===== src/rtl/prng_word_table_pkg.sv =====
package prng_word_table_pkg;
  localparam int STATE_W  = 20;
  localparam int TAP_HI   = 20;
  localparam int TAP_LO   = 16;
  localparam int ADDR_W   = 8;
  localparam int WORD_W   = 8;
  localparam int TBL_MULT = 167;
  localparam int TBL_OFFS = 29;
  localparam int TBL_DEPTH = 1 << ADDR_W;

  // Register bit positions (1-based) that feed address bits 0..ADDR_W-1
  localparam int ADDR_POS [ADDR_W] = '{2, 4, 6, 7, 10, 13, 15, 17};

  typedef logic [STATE_W-1:0] state_t;
  typedef logic [ADDR_W-1:0]  addr_t;
  typedef logic [WORD_W-1:0]  word_t;

  // Constant table contents: affine permutation of the byte range
  function automatic word_t table_word(input int idx);
    return word_t'((idx * TBL_MULT + TBL_OFFS) % TBL_DEPTH);
  endfunction
endpackage


===== src/rtl/prng_seed_stage.sv =====
module prng_seed_stage
  import prng_word_table_pkg::*;
#(
  parameter int W = STATE_W
) (
  input  logic         clk,
  input  logic         rst_n,
  input  logic         load_in,
  input  logic [W-1:0] seed_in,
  output logic         load_q,
  output logic [W-1:0] seed_q
);
  always_ff @(posedge clk) begin
    if (!rst_n) begin
      load_q <= 1'b0;
      seed_q <= '0;
    end else begin
      load_q <= load_in;
      if (load_in) seed_q <= seed_in;
    end
  end
endmodule


===== src/rtl/prng_lfsr_core.sv =====
module prng_lfsr_core
  import prng_word_table_pkg::*;
#(
  parameter int W      = STATE_W,
  parameter int HI_TAP = TAP_HI,
  parameter int LO_TAP = TAP_LO
) (
  input  logic         clk,
  input  logic         rst_n,
  input  logic         load_q,
  input  logic [W-1:0] seed_q,
  output logic [W-1:0] state
);
  logic fb;
  assign fb = ~(state[HI_TAP-1] ^ state[LO_TAP-1]);

  always_ff @(posedge clk) begin
    if (!rst_n)      state <= '0;
    else if (load_q) state <= seed_q;
    else             state <= {fb, state[W-1:1]};
  end
endmodule


===== src/rtl/prng_addr_gather.sv =====
module prng_addr_gather
  import prng_word_table_pkg::*;
#(
  parameter int W  = STATE_W,
  parameter int AW = ADDR_W
) (
  input  logic [W-1:0]  state,
  output logic [AW-1:0] addr
);
  for (genvar k = 0; k < AW; k++) begin : g_bit
    assign addr[k] = state[ADDR_POS[k]-1];
  end
endmodule


===== src/rtl/prng_word_rom.sv =====
module prng_word_rom
  import prng_word_table_pkg::*;
#(
  parameter int AW = ADDR_W,
  parameter int DW = WORD_W
) (
  input  logic          clk,
  input  logic          rst_n,
  input  logic          rd_en,
  input  logic [AW-1:0] addr,
  output logic [DW-1:0] rd_data
);
  localparam int DEPTH = 1 << AW;

  logic [DW-1:0] mem [DEPTH];

  for (genvar i = 0; i < DEPTH; i++) begin : g_init
    assign mem[i] = DW'(table_word(i));
  end

  always_ff @(posedge clk) begin
    if (!rst_n)     rd_data <= '0;
    else if (rd_en) rd_data <= mem[addr];
  end
endmodule


===== src/rtl/prng_word_table.sv =====
module prng_word_table
  import prng_word_table_pkg::*;
(
  input  logic               clk,
  input  logic               rst_n,
  input  logic               load,
  input  logic [STATE_W-1:0] seed,
  output logic [WORD_W-1:0]  word,
  output logic               word_vld
);
  logic         load_q;
  state_t       seed_q;
  state_t       state;
  addr_t        addr;
  logic         seeded;
  logic         rd_en;

  prng_seed_stage #(.W(STATE_W)) u_seed (
    .clk(clk), .rst_n(rst_n), .load_in(load), .seed_in(seed),
    .load_q(load_q), .seed_q(seed_q)
  );

  prng_lfsr_core #(.W(STATE_W), .HI_TAP(TAP_HI), .LO_TAP(TAP_LO)) u_lfsr (
    .clk(clk), .rst_n(rst_n), .load_q(load_q), .seed_q(seed_q), .state(state)
  );

  prng_addr_gather #(.W(STATE_W), .AW(ADDR_W)) u_addr (
    .state(state), .addr(addr)
  );

  always_ff @(posedge clk) begin
    if (!rst_n)      seeded <= 1'b0;
    else if (load_q) seeded <= 1'b1;
  end

  assign rd_en = seeded & ~load_q;

  prng_word_rom #(.AW(ADDR_W), .DW(WORD_W)) u_rom (
    .clk(clk), .rst_n(rst_n), .rd_en(rd_en), .addr(addr), .rd_data(word)
  );

  always_ff @(posedge clk) begin
    if (!rst_n) word_vld <= 1'b0;
    else        word_vld <= rd_en;
  end
endmodule


===== config.mk =====
export PLATFORM = sky130hd
export DESIGN_NAME = prng_word_table
export DESIGN_NICKNAME = d
export VERILOG_FILES = /design/src/rtl/prng_word_table_pkg.sv /design/src/rtl/prng_seed_stage.sv /design/src/rtl/prng_lfsr_core.sv /design/src/rtl/prng_addr_gather.sv /design/src/rtl/prng_word_rom.sv /design/src/rtl/prng_word_table.sv
export SDC_FILE = /design/constraint.sdc
export NUM_CORES = 1
export LEC_CHECK = 0
export BUFFER_PORTS_ARGS = -buffer_cell sky130_fd_sc_hd__buf_2
export CORE_MARGIN = 1.5
export CORE_UTILIZATION = 45
export CTS_CLUSTER_SIZE = 20
export DETAILED_ROUTE_END_ITERATION = 10
export PLACE_DENSITY = 0.75
export SLEW_MARGIN = 20
export SYNTH_ARGS = -nofsm -noshare
export SYNTH_HDL_FRONTEND = slang
export SYNTH_SLANG_ARGS = --single-unit

===== constraint.sdc =====
create_clock -name clk -period 4.1 [get_ports clk]
set_input_delay 1.23 -clock clk [delete_from_list [all_inputs] [get_ports clk]]
set_output_delay 1.23 -clock clk [all_outputs]
set_load 0.05 [all_outputs]

==> results.sh, run 1 <==
export IMPL_synth_xor_area_share_pct=1.81
export IMPL_placed_cells=405
export IMPL_yosysUniqueCellTypes=54
export IMPL_initial_utilization_pct=46.2
export IMPL_place_gp_congestion=0.891
export IMPL_yosysSeqAreaShare_pct=33.8
export IMPL_dp_hpwl_um=4190
export IMPL_cap_violations=0
export IMPL_ys_async_sr_fraction_pct=0
export IMPL_grt_max_degree=52
export IMPL_ir_drop_uv=225
export IMPL_drtIter0Drc=326
export IMPL_cts_sinks=49
export IMPL_cts_buffers=5
export IMPL_cts_tree="yes"
export IMPL_final_cells=413
export IMPL_routed_wirelength_um=6120
export IMPL_clk_pin_slew_ns=0.09
export IMPL_synth_top_area_share_pct=33.8
export IMPL_grt_pass1_vias=2253
export IMPL_ys_ff_latch=49
export IMPL_port_buffer_count=30
export IMPL_relSlewSlack_pct=53.0
export IMPL_critPathKind="register to register"
export IMPL_dieArea_mm2=0.00694
export IMPL_dr_pass1_iters=5
export IMPL_vias=2390
export IMPL_finalCritPeriodShare_pct=65.7
export IMPL_cts_setup_buffers=0
export IMPL_synth_top_family_by_area="simple AND/OR/NAND/NOR gates"
export IMPL_mappedNetlistNets=352
export IMPL_rsz0062_at_grt="false"
export IMPL_synth_area_leaders="dfxtp_1 (34%), mux2i_1 (14%), nor2b_1 (9.3%), ha_1 (3.5%), nand2_1 (2.5%)"
export IMPL_synth_compound_area_share_pct=17.0
export IMPL_setup_viol=0
export IMPL_netlist_instances=321
export IMPL_worstPathCellList="inv_1, ha_1, nand2b_1, nand2_1, mux2_2, mux4_2, o211ai_2"
export IMPL_drc_errors=0
export IMPL_cp_slowest_cell="dfxtp_1"
export IMPL_fin_skew_ns=0.00839
export IMPL_final_min_clock_period_ns=2.69
export IMPL_yosysTopAreaCell="dfxtp_1"
export IMPL_synthMuxAreaShare_pct=18.0
export IMPL_critPathRequiredTime_ns=4.33
export IMPL_worst_pin_slew_ns=0.705
export IMPL_max_stage_delay_ns=0.62
export IMPL_diodes=0
export IMPL_post_dp_cell_area_mm2=0.00305
export IMPL_holdCritPathClass="register to register"
export IMPL_synth_avg_cell_area_um2=9.04
export IMPL_post_cts_resized=0
export IMPL_track_usage_pct=17.9
export IMPL_synth_most_common_cell="dfxtp_1"
export IMPL_maxSlewViolCount=0
export IMPL_clock_fmax_ghz=0.371
export IMPL_synthSimpleGateAreaFrac_pct=20.7
export IMPL_coreArea_mm2=0.00628
export IMPL_post_route_cells_drive_above_1_share_pct=15.5
export IMPL_r2r_cells=7
export IMPL_grt_pass1_wl_um=10500
export IMPL_cp_end_kind="register"
export IMPL_num_rows=29
export IMPL_fin_nets=366
export IMPL_via_per_inst=5.79
export IMPL_wl_per_cell_um=14.8
export IMPL_areaGrowthSynthToFinish_pct=9.02
export IMPL_grt_ovfl_total=0
export IMPL_synthFlopType="dfxtp_1"
export IMPL_outcome="completed"
export IMPL_root_buffer="clkbuf_8"
export IMPL_path_max_fanout=11
export IMPL_netlist_area_mm2=0.00290
export IMPL_antenna_found_initial=0
export IMPL_fp_dieH_um=83.3
export IMPL_powerDensity_mw_per_mm2=319
export IMPL_arrival_ns=2.92
export IMPL_p_leak_nw=1.25
export IMPL_clockBufferDepth=2
export IMPL_critPathLaunchType="register"
export IMPL_yosys_warnings=0
export IMPL_final_util_pct=50.4
export IMPL_worstSkewPairLatency_ns=0.30
export IMPL_synthTopCellsByCount="dfxtp_1 (49), nor2b_1 (43), mux2i_1 (41), nand2_1 (19)"
export IMPL_hold_violations=0
export IMPL_tns_ns=0
export IMPL_ios=32
export IMPL_h_tree_depth=2
export IMPL_synth_edf_count=0
export IMPL_fin_hold_ws_ns=0.454
export IMPL_holdPathStages=2
export IMPL_die_x_um=83.3
export IMPL_postCtsHoldBufs=0
export IMPL_fin_area_mm2=0.00316
export IMPL_synthAdderAreaFrac_pct=3.45
export IMPL_ant_nets=0
## metrics by stage
step | setup WS, ns | total power [mW]
2_1_floorplan | 1.75 | 0.639
4_1_cts | 1.45 | 1.02
5_1_grt | 1.27 | 1.05
3_5_place_dp | 1.47 | 0.673
6_report | 1.41 | 1.01
3_3_place_gp | 1.52 | 0.671
## flip-flops by register name, indices dropped and copies added (netlist names)
name and flops:
seeded 1, u_lfsr.state 19, u_rom.rd_data 8, u_seed.load_q 1, u_seed.seed_q 19, word_vld 1
## per-layer routing
metal / vias to the layer above / routed length, um / global-route usage [%]
li1: 1173 / - / -
met1: 1095 / 2840 / 24.7
met2: 105 / 2750 / 27.4
met3: 17 / 353 / 3.18
met4: 0 / 183 / 7.88
met5: - / 0 / 0
## kinds of logic after synthesis
| logic type | after synthesis |
|---|---|
| buffers and inverters | 34 |
| XOR/XNOR | 6 |
| AO/OA/AOI/OAI | 67 |
| adder cells (fa/ha/maj) | 8 |
| multiplexers | 48 |
| AND/OR/NAND/NOR | 109 |
| flip-flops | 49 |
## worst max-delay path, delay by kind of cell (launching register included)
family	cells	cell delay [ns]
multiplexers	2	0.73
AND/OR/NAND/NOR	2	0.38
flip-flops	1	0.62
AO/OA/AOI/OAI	1	0.16
adder cells (fa/ha/maj)	1	0.50
buffers and inverters	1	0.23
## cell type report
class	count	area [um^2]
clock buffers	6	72.6
clock inverters	2	38.8
fillers	588	3120
inverters	8	30.0
multi-input cells	238	1770
flip-flops and latches	49	981
well taps	77	96.3
repair buffers	33	173
## cell usage in the layout, fill, tap and decap left out, types with 3 or more instances in the layout
master | Yosys | final
clkbuf_8 | 0 | 5
nor3_1 | 5 | 5
nor2_1 | 11 | 11
o2111ai_1 | 3 | 3
o211ai_1 | 4 | 4
o311ai_1 | 3 | 3
ha_1 | 8 | 8
and2_1 | 4 | 4
nand2b_1 | 6 | 6
o21ai_0 | 10 | 10
buf_2 | 8 | 30
xnor2_1 | 4 | 4
inv_1 | 6 | 6
nand4_1 | 3 | 3
a211oi_1 | 5 | 5
a21boi_0 | 3 | 3
mux2i_1 | 41 | 41
o21a_1 | 3 | 3
nor2b_1 | 43 | 43
buf_4 | 1 | 3
nand2_1 | 19 | 19
mux4_2 | 3 | 3
dfxtp_1 | 49 | 49
o211a_1 | 3 | 3
a21oi_1 | 12 | 12
nand3_1 | 9 | 9
mux2_2 | 3 | 3
## power by group
part	switching, mW	internal [mW]	total, mW
combinational	0.0816	0.0659	0.147
sequential	0.0170	0.498	0.515
clock	0.162	0.183	0.345
## path summary, 6_finish.rpt
path | end | start | slack (ns)
worst max register to register | u_rom.rd_data[6] | u_lfsr.state[1] | 1.41
worst min-delay path | u_rom.rd_data[0] | u_rom.rd_data[0] | 0.45
worst min register to register | u_rom.rd_data[0] | u_rom.rd_data[0] | 0.45
worst max-delay path | u_rom.rd_data[6] | u_lfsr.state[1] | 1.41
No activity file was read; power rests on OpenSTA's default activity.
==> inputs of run 2 (changes only) <==
--- a/config.mk
+++ b/config.mk
@@ -5,12 +5,13 @@
 export SDC_FILE = /design/constraint.sdc
 export NUM_CORES = 1
 export LEC_CHECK = 0
+export ABC_AREA = 1
 export BUFFER_PORTS_ARGS = -buffer_cell sky130_fd_sc_hd__buf_2
 export CORE_MARGIN = 1.5
 export CORE_UTILIZATION = 45
 export CTS_CLUSTER_SIZE = 20
 export DETAILED_ROUTE_END_ITERATION = 10
-export PLACE_DENSITY = 0.75
+export PLACE_DENSITY = 0.78
 export SLEW_MARGIN = 20
 export SYNTH_ARGS = -nofsm -noshare
 export SYNTH_HDL_FRONTEND = slang
==> constraint.sdc (replaced) <==
create_clock -name clk -period 2.25 [get_ports clk]
set_input_delay 0.675 -clock clk [delete_from_list [all_inputs] [get_ports clk]]
set_output_delay 0.675 -clock clk [all_outputs]
set_load 0.05 [all_outputs]
==> run 2 against run 1 <==
Clock power grew 88%. Setup slack lost 1.2 ns. Clock skew is essentially flat. Critical path type unchanged.
==> results.sh, run 2 <==
export IMPL_critPathLaunchType="register"
export IMPL_path_common_cell="nand2_1"
export IMPL_synth_most_common_cell="nor2_1"
export IMPL_grt_pass1_wl_um=10900
export IMPL_h_tree_depth=2
export IMPL_setup_viol=0
export IMPL_cts_buffers=5
export IMPL_critPathRequiredTime_ns=2.46
export IMPL_place_gp_congestion=0.945
export IMPL_placed_cells=479
export IMPL_p_int_mw=1.44
export IMPL_grt_ovfl_total=0
export IMPL_routed_wirelength_um=6290
export IMPL_outcome="completed"
export IMPL_track_usage_pct=21.5
export IMPL_coreArea_mm2=0.00564
export IMPL_hold_violations=0
export IMPL_drc_errors=0
export IMPL_grt_max_degree=46
export IMPL_synthMuxAreaShare_pct=0
export IMPL_switching_share_pct=30.5
export IMPL_clockBufferDepth=2
export IMPL_wl_per_cell_um=12.9
export IMPL_worst_pin_slew_ns=0.702
export IMPL_netlist_instances=395
export IMPL_rsz0062_at_grt="false"
export IMPL_worstPathCellList="inv_1, ha_1, inv_2, nand2_2, nand3_2, nand2_1, nor2_1, nor2_1, nand2_1, nand3_1, nand3_1, nand2_1, inv_1"
export IMPL_synth_top_area_share_pct=36.5
export IMPL_cts_sinks=49
export IMPL_yosys_warnings=0
export IMPL_final_min_clock_period_ns=2.03
export IMPL_powerDensity_mw_per_mm2=700
export IMPL_final_cells=487
export IMPL_synth_compound_area_share_pct=16.3
export IMPL_fp_dieH_um=80.3
export IMPL_cp_slowest_cell="ha_1"
export IMPL_dr_pass1_iters=6
export IMPL_root_buffer="clkbuf_8"
export IMPL_yosysTopAreaCell="dfxtp_1"
export IMPL_worstSkewPairLatency_ns=0.30
export IMPL_power_total_mw=2.07
export IMPL_synth_edf_count=0
export IMPL_path_max_fanout=7
export IMPL_post_cts_resized=0
export IMPL_synthTopCellsByCount="nor2_1 (70), nand2_1 (67), nand3_1 (57), dfxtp_1 (49), o21ai_0 (48)"
export IMPL_arrival_ns=2.25
export IMPL_synth_top_family_by_area="simple AND/OR/NAND/NOR gates"
export IMPL_cts_tree="yes"
export IMPL_tns_ns=0
export IMPL_clk_pin_slew_ns=0.09
export IMPL_cap_violations=0
export IMPL_postCtsHoldBufs=0
export IMPL_dp_hpwl_um=4390
export IMPL_synthAdderAreaFrac_pct=3.72
export IMPL_fin_ws_ns=0.216
export IMPL_layout_commonest_cell="nor2_1"
export IMPL_fill_cells=561
export IMPL_die_x_um=80.3
export IMPL_ant_nets=0
export IMPL_mostFrequentLayoutCells="nor2_1 (70), nand2_1 (67), nand3_1 (57)"
export IMPL_critPathBufInv=3
export IMPL_relSlewSlack_pct=53.2
export IMPL_ys_ff_latch=49
export IMPL_clock_fmax_ghz=0.492
export IMPL_areaGrowthSynthToFinish_pct=9.72
export IMPL_yosysSeqAreaShare_pct=36.5
export IMPL_synth_avg_cell_area_um2=6.81
export IMPL_vias=2641
export IMPL_synthFlopType="dfxtp_1"
export IMPL_num_rows=27
export IMPL_ir_drop_uv=588
export IMPL_top_regs="u_lfsr.state x19, u_seed.seed_q x19, u_rom.rd_data x8"
export IMPL_critPathKind="register to register"
export IMPL_seqPwrFrac_pct=46.8
export IMPL_holdCritPathClass="register to register"
export IMPL_maxSlewViolCount=0
export IMPL_ys_async_sr_fraction_pct=0
export IMPL_p_leak_nw=1.40
export IMPL_cts_setup_buffers=0
export IMPL_fin_skew_ns=0.00795
export IMPL_yosysUniqueCellTypes=31
export IMPL_post_route_cells_drive_above_1_share_pct=14.7
export IMPL_netlist_area_mm2=0.00269
export IMPL_via_per_inst=5.42
export IMPL_synth_area_leaders="dfxtp_1 (36%), nand3_1 (11%), nor2_1 (9.8%), nand2_1 (9.3%), o21ai_0 (8.9%)"
export IMPL_p_clk_share_pct=31.3
export IMPL_port_buffer_count=30
export IMPL_power_switching_mw=0.630
export IMPL_fin_nets=445
export IMPL_fin_hold_ws_ns=0.463
export IMPL_ios=32
export IMPL_antenna_found_initial=0
export IMPL_dieArea_mm2=0.00645
export IMPL_max_stage_delay_ns=0.45
export IMPL_synthSimpleGateAreaFrac_pct=34.1
export IMPL_cp_end_kind="register"
export IMPL_finalCritPeriodShare_pct=90.4
export IMPL_post_place_ws_ns=0.225
export IMPL_synth_xor_area_share_pct=0.326
export IMPL_initial_utilization_pct=47.7
export IMPL_comb_power_share_pct=21.9
export IMPL_critical_path_top_delay_family="simple AND/OR/NAND/NOR gates"
export IMPL_grt_pass1_vias=2384
export IMPL_mappedNetlistNets=426
export IMPL_drtIter0Drc=233
export IMPL_diodes=0
## run 2: changes by cell type after synthesis, sizes merged, moves of 5 or more
cell,before,now
a211oi,5,0
a21oi,12,23
and2,5,0
inv,8,27
mux2i,41,0
nand2,19,73
nand2b,6,0
nand3,9,60
nor2,11,71
nor2b,44,0
nor3,5,0
o21ai,10,49
## run 2: final cells by class
class	count	area, um^2	area share, %
Inverter	27	109	3.69
Clock buffer	6	82.6	2.80
Timing Repair Buffer	35	188	6.36
Multi-Input combinational cell	296	1460	49.6
Tap cell	72	90.1	3.05
Sequential cell	49	981	33.2
Clock inverter	2	37.5	1.27
## run 2: worst paths after layout
path / startpoint / endpoint / slack, ns / cells after the start
setup / recovery: u_lfsr.state[3] / u_rom.rd_data[7] / 0.22 / 13
hold / removal: seeded / seeded / 0.46 / 2
setup reg to reg: u_lfsr.state[3] / u_rom.rd_data[7] / 0.22 / 13
hold reg to reg: seeded / seeded / 0.46 / 2
## run 2: per-stage QoR
stage               cell area (um^2)  utilization (%)
finish                          2950             52.3
global route                    2950             52.3
CTS                             2950             52.3
detailed placement              2830             50.2
global placement                2830             50.2
floorplan                       2690                -
## run 2: kinds of logic after synthesis
group / count (synthesis)
flops: 49
buf+inv: 50
compound gates: 80
fa+ha+maj: 8
simple gates: 207
xor+xnor: 1
## run 2: power by group through the flow
stage	logic (mW)	registers [mW]	clock network, mW
after floorplan	0.324	1.01	0
after global placement	0.435	0.986	0
after detailed placement	0.441	0.988	0
after CTS	0.444	0.968	0.658
after global routing	0.510	0.976	0.698
final	0.452	0.968	0.647
## run 2: worst min-delay path: cells and delay by family (launching register included)
family | cells | cell delay (ns)
flops | 1 | 0.31
compound gates | 1 | 0.05
buf+inv | 1 | 0.06
## run 2: per-layer routing
metal  wire length, um  track usage [%]
met3               415             3.98
met5                 0                0
met4               157             8.79
met2              2710             33.1
met1              3010             29.4
==> inputs of run 3 (changes only) <==
--- a/config.mk
+++ b/config.mk
@@ -7,10 +7,12 @@
 export LEC_CHECK = 0
 export ABC_AREA = 1
 export BUFFER_PORTS_ARGS = -buffer_cell sky130_fd_sc_hd__buf_2
+export CORE_ASPECT_RATIO = 1.5
 export CORE_MARGIN = 1.5
 export CORE_UTILIZATION = 45
 export CTS_CLUSTER_SIZE = 20
 export DETAILED_ROUTE_END_ITERATION = 10
+export GPL_TIMING_DRIVEN = 0
 export PLACE_DENSITY = 0.78
 export SLEW_MARGIN = 20
 export SYNTH_ARGS = -nofsm -noshare
==> constraint.sdc (replaced) <==
create_clock -name clk -period 1.7 [get_ports clk]
set_input_delay 0.51 -clock clk [delete_from_list [all_inputs] [get_ports clk]]
set_output_delay 0.51 -clock clk [all_outputs]
set_load 0.05 [all_outputs]
==> run 3 against run 2 <==
Sequential power increased by 31%. Non-clock buffer count up 22. Clock skew shrank 0.00071 ns. Power increased by 28%. Critical path depth is 2 lower. Routed wire length increased by 16%. Sequential share of layout area fell by 1.9 points. Highest routed layer unchanged. Sequential cell count is the same. The run now ends with negative setup slack left. Largest cell class unchanged.
==> results.sh, run 3 (synthesized netlist as in run 2, its figures left out) <==
export IMPL_postCtsHoldBufs=0
export IMPL_grt_pass1_vias=2735
export IMPL_grt_ovfl_total=0
export IMPL_worstSkewPairLatency_ns=0.31
export IMPL_grt_pass1_wl_um=12200
export IMPL_ant_nets=0
export IMPL_wl_per_cell_um=14.4
export IMPL_seqPwrFrac_pct=48.0
export IMPL_outcome="finished, violations left"
export IMPL_track_usage_pct=24.1
export IMPL_vias=2754
export IMPL_fin_skew_ns=0.00723
export IMPL_violations="negative setup slack"
export IMPL_fin_nets=467
export IMPL_grt_use_met2_pct=44.2
export IMPL_cts_sinks=49
export IMPL_dieArea_mm2=0.00646
export IMPL_rrSetupSlack_ns=-0.04
export IMPL_p_leak_nw=1.45
export IMPL_holdCritPathClass="input port to register"
export IMPL_cap_violations=0
export IMPL_top_regs="u_lfsr.state x19, u_seed.seed_q x19, u_rom.rd_data x8"
export IMPL_cts_buffers=5
export IMPL_h_tree_depth=2
export IMPL_initial_utilization_pct=46.5
export IMPL_power_switching_mw=0.887
export IMPL_antenna_found_initial=0
export IMPL_arrival_ns=1.95
export IMPL_post_route_cells_drive_above_1_share_pct=19.7
export IMPL_routed_wirelength_um=7320
export IMPL_critPathRequiredTime_ns=1.92
export IMPL_fin_ws_ns=-0.0363
export IMPL_powerDensity_mw_per_mm2=840
export IMPL_diodes=0
export IMPL_switching_share_pct=33.6
export IMPL_place_gp_congestion=0.970
export IMPL_final_util_pct=54.3
export IMPL_holdPathStages=3
export IMPL_mostFrequentLayoutCells="nor2_1 (69), nand2_1 (63), nand3_1 (54)"
export IMPL_comb_power_share_pct=26.2
export IMPL_critPathLaunchType="register"
export IMPL_ios=32
export IMPL_worstHoldStart="seed[16]"
export IMPL_setup_viol=2
export IMPL_grt_max_degree=17
export IMPL_areaGrowthSynthToFinish_pct=16.8
export IMPL_cp_end_kind="register"
export IMPL_grt_busiest_layer="met2"
export IMPL_gr_usage_met3_pct=2.20
export IMPL_coreArea_mm2=0.00579
export IMPL_port_buffer_count=28
export IMPL_relSlewSlack_pct=63.8
export IMPL_timing_rr_start="u_lfsr.state[1]"
export IMPL_ir_drop_uv=825
export IMPL_via_per_inst=5.41
export IMPL_root_buffer="clkbuf_8"
export IMPL_post_dp_cell_area_mm2=0.00293
export IMPL_num_rows=34
export IMPL_rsz0062_at_grt="true"
export IMPL_p_int_mw=1.75
export IMPL_fp_dieH_um=97.7
export IMPL_fin_area_mm2=0.00314
export IMPL_r2r_cells=11
export IMPL_r2r_end="u_rom.rd_data[7]"
export IMPL_finalCritPeriodShare_pct=102
export IMPL_min_to="u_seed.seed_q[16]"
export IMPL_clock_fmax_ghz=0.576
export IMPL_worst_pin_slew_ns=0.541
export IMPL_post_place_ws_ns=-0.227
export IMPL_path_max_fanout=7
export IMPL_p_clk_share_pct=25.7
export IMPL_drc_errors=0
export IMPL_drtIter0Drc=137
export IMPL_dr_pass1_iters=5
export IMPL_fin_hold_ws_ns=0.422
export IMPL_use_met1_pct=24.3
export IMPL_die_x_um=66.1
export IMPL_clockBufferDepth=2
export IMPL_layout_commonest_cell="nor2_1"
export IMPL_critPathKind="register to register"
export IMPL_dp_hpwl_um=5630
export IMPL_cts_tree="yes"
export IMPL_tns_ns=-0.0436
export IMPL_hold_violations=0
export IMPL_clk_pin_slew_ns=0.09
export IMPL_final_min_clock_period_ns=1.74
export IMPL_maxSlewViolCount=0
[run 3: cell count changes in the layout (fill, tap and decap cells not counted), sizes merged]
cell and change:
inv -1, clkbuf +12, clkinvlp +3, bufinv -1, buf +9
[run 3: layout make-up]
type,instances,area (um^2)
Buffer,23,136
Clock buffer,5,68.8
Clock inverter,3,22.5
Fill cell,602,2640
Inverter,27,115
Multi-Input combinational cell,296,1530
Sequential cell,49,986
Tap cell,72,90.1
Timing Repair Buffer,34,189
[run 3: critical path, stage by stage (launching register included)]
cell and delay (ns):
dfxtp_4 0.37, clkinvlp_4 0.15, ha_4 0.35, nand2_4 0.10
nand3_1 0.09, nand3_1 0.13, nand3_1 0.12, nand3_1 0.08
nand3_1 0.09, nand3_1 0.07, nand2_1 0.07, inv_1 0.03
[run 3: per-layer routing]
| metal | vias to the layer above | routed length, um | part of all wire, % |
|---|---|---|---|
| li1 | 1387 | - | - |
| met1 | 1243 | 2720 | 37 |
| met2 | 94 | 3940 | 54 |
| met3 | 30 | 253 | 3.5 |
| met4 | 0 | 401 | 5.5 |
| met5 | - | 0 | 0 |
[run 3: timing repair]
item,in CTS,in global routing
gates resized for setup,15,5
setup endpoints to repair,6,6
setup buffers,4,2
pin swaps,10,0
[run 3: metrics by stage]
step                instances  power, mW
floorplan                 395       1.77
global placement          495       1.93
detailed placement        495       1.94
CTS                       507       2.63
global route              509       2.78
finish                    509       2.64
[run 3: worst max-delay path by stage]
stage	endpoint	depth (start not counted)	slack (ns)	startpoint
2_1_floorplan	u_rom.rd_data[7]	13	0.03	u_lfsr.state[1]
3_3_place_gp	u_rom.rd_data[7]	14	-0.22	u_lfsr.state[1]
3_5_place_dp	u_rom.rd_data[7]	13	-0.23	u_lfsr.state[1]
4_1_cts	u_rom.rd_data[7]	14	-0.03	u_lfsr.state[1]
5_1_grt	u_rom.rd_data[7]	12	-0.18	u_lfsr.state[1]
6_report	u_rom.rd_data[7]	11	-0.04	u_lfsr.state[1]
[run 3: power groups by stage]
stage	sequential (mW)	combinational (mW)	clock, mW
2_1_floorplan	1.34	0.434	0
3_3_place_gp	1.29	0.636	0
3_5_place_dp	1.30	0.640	0
4_1_cts	1.27	0.673	0.693
5_1_grt	1.28	0.768	0.735
6_report	1.27	0.693	0.679
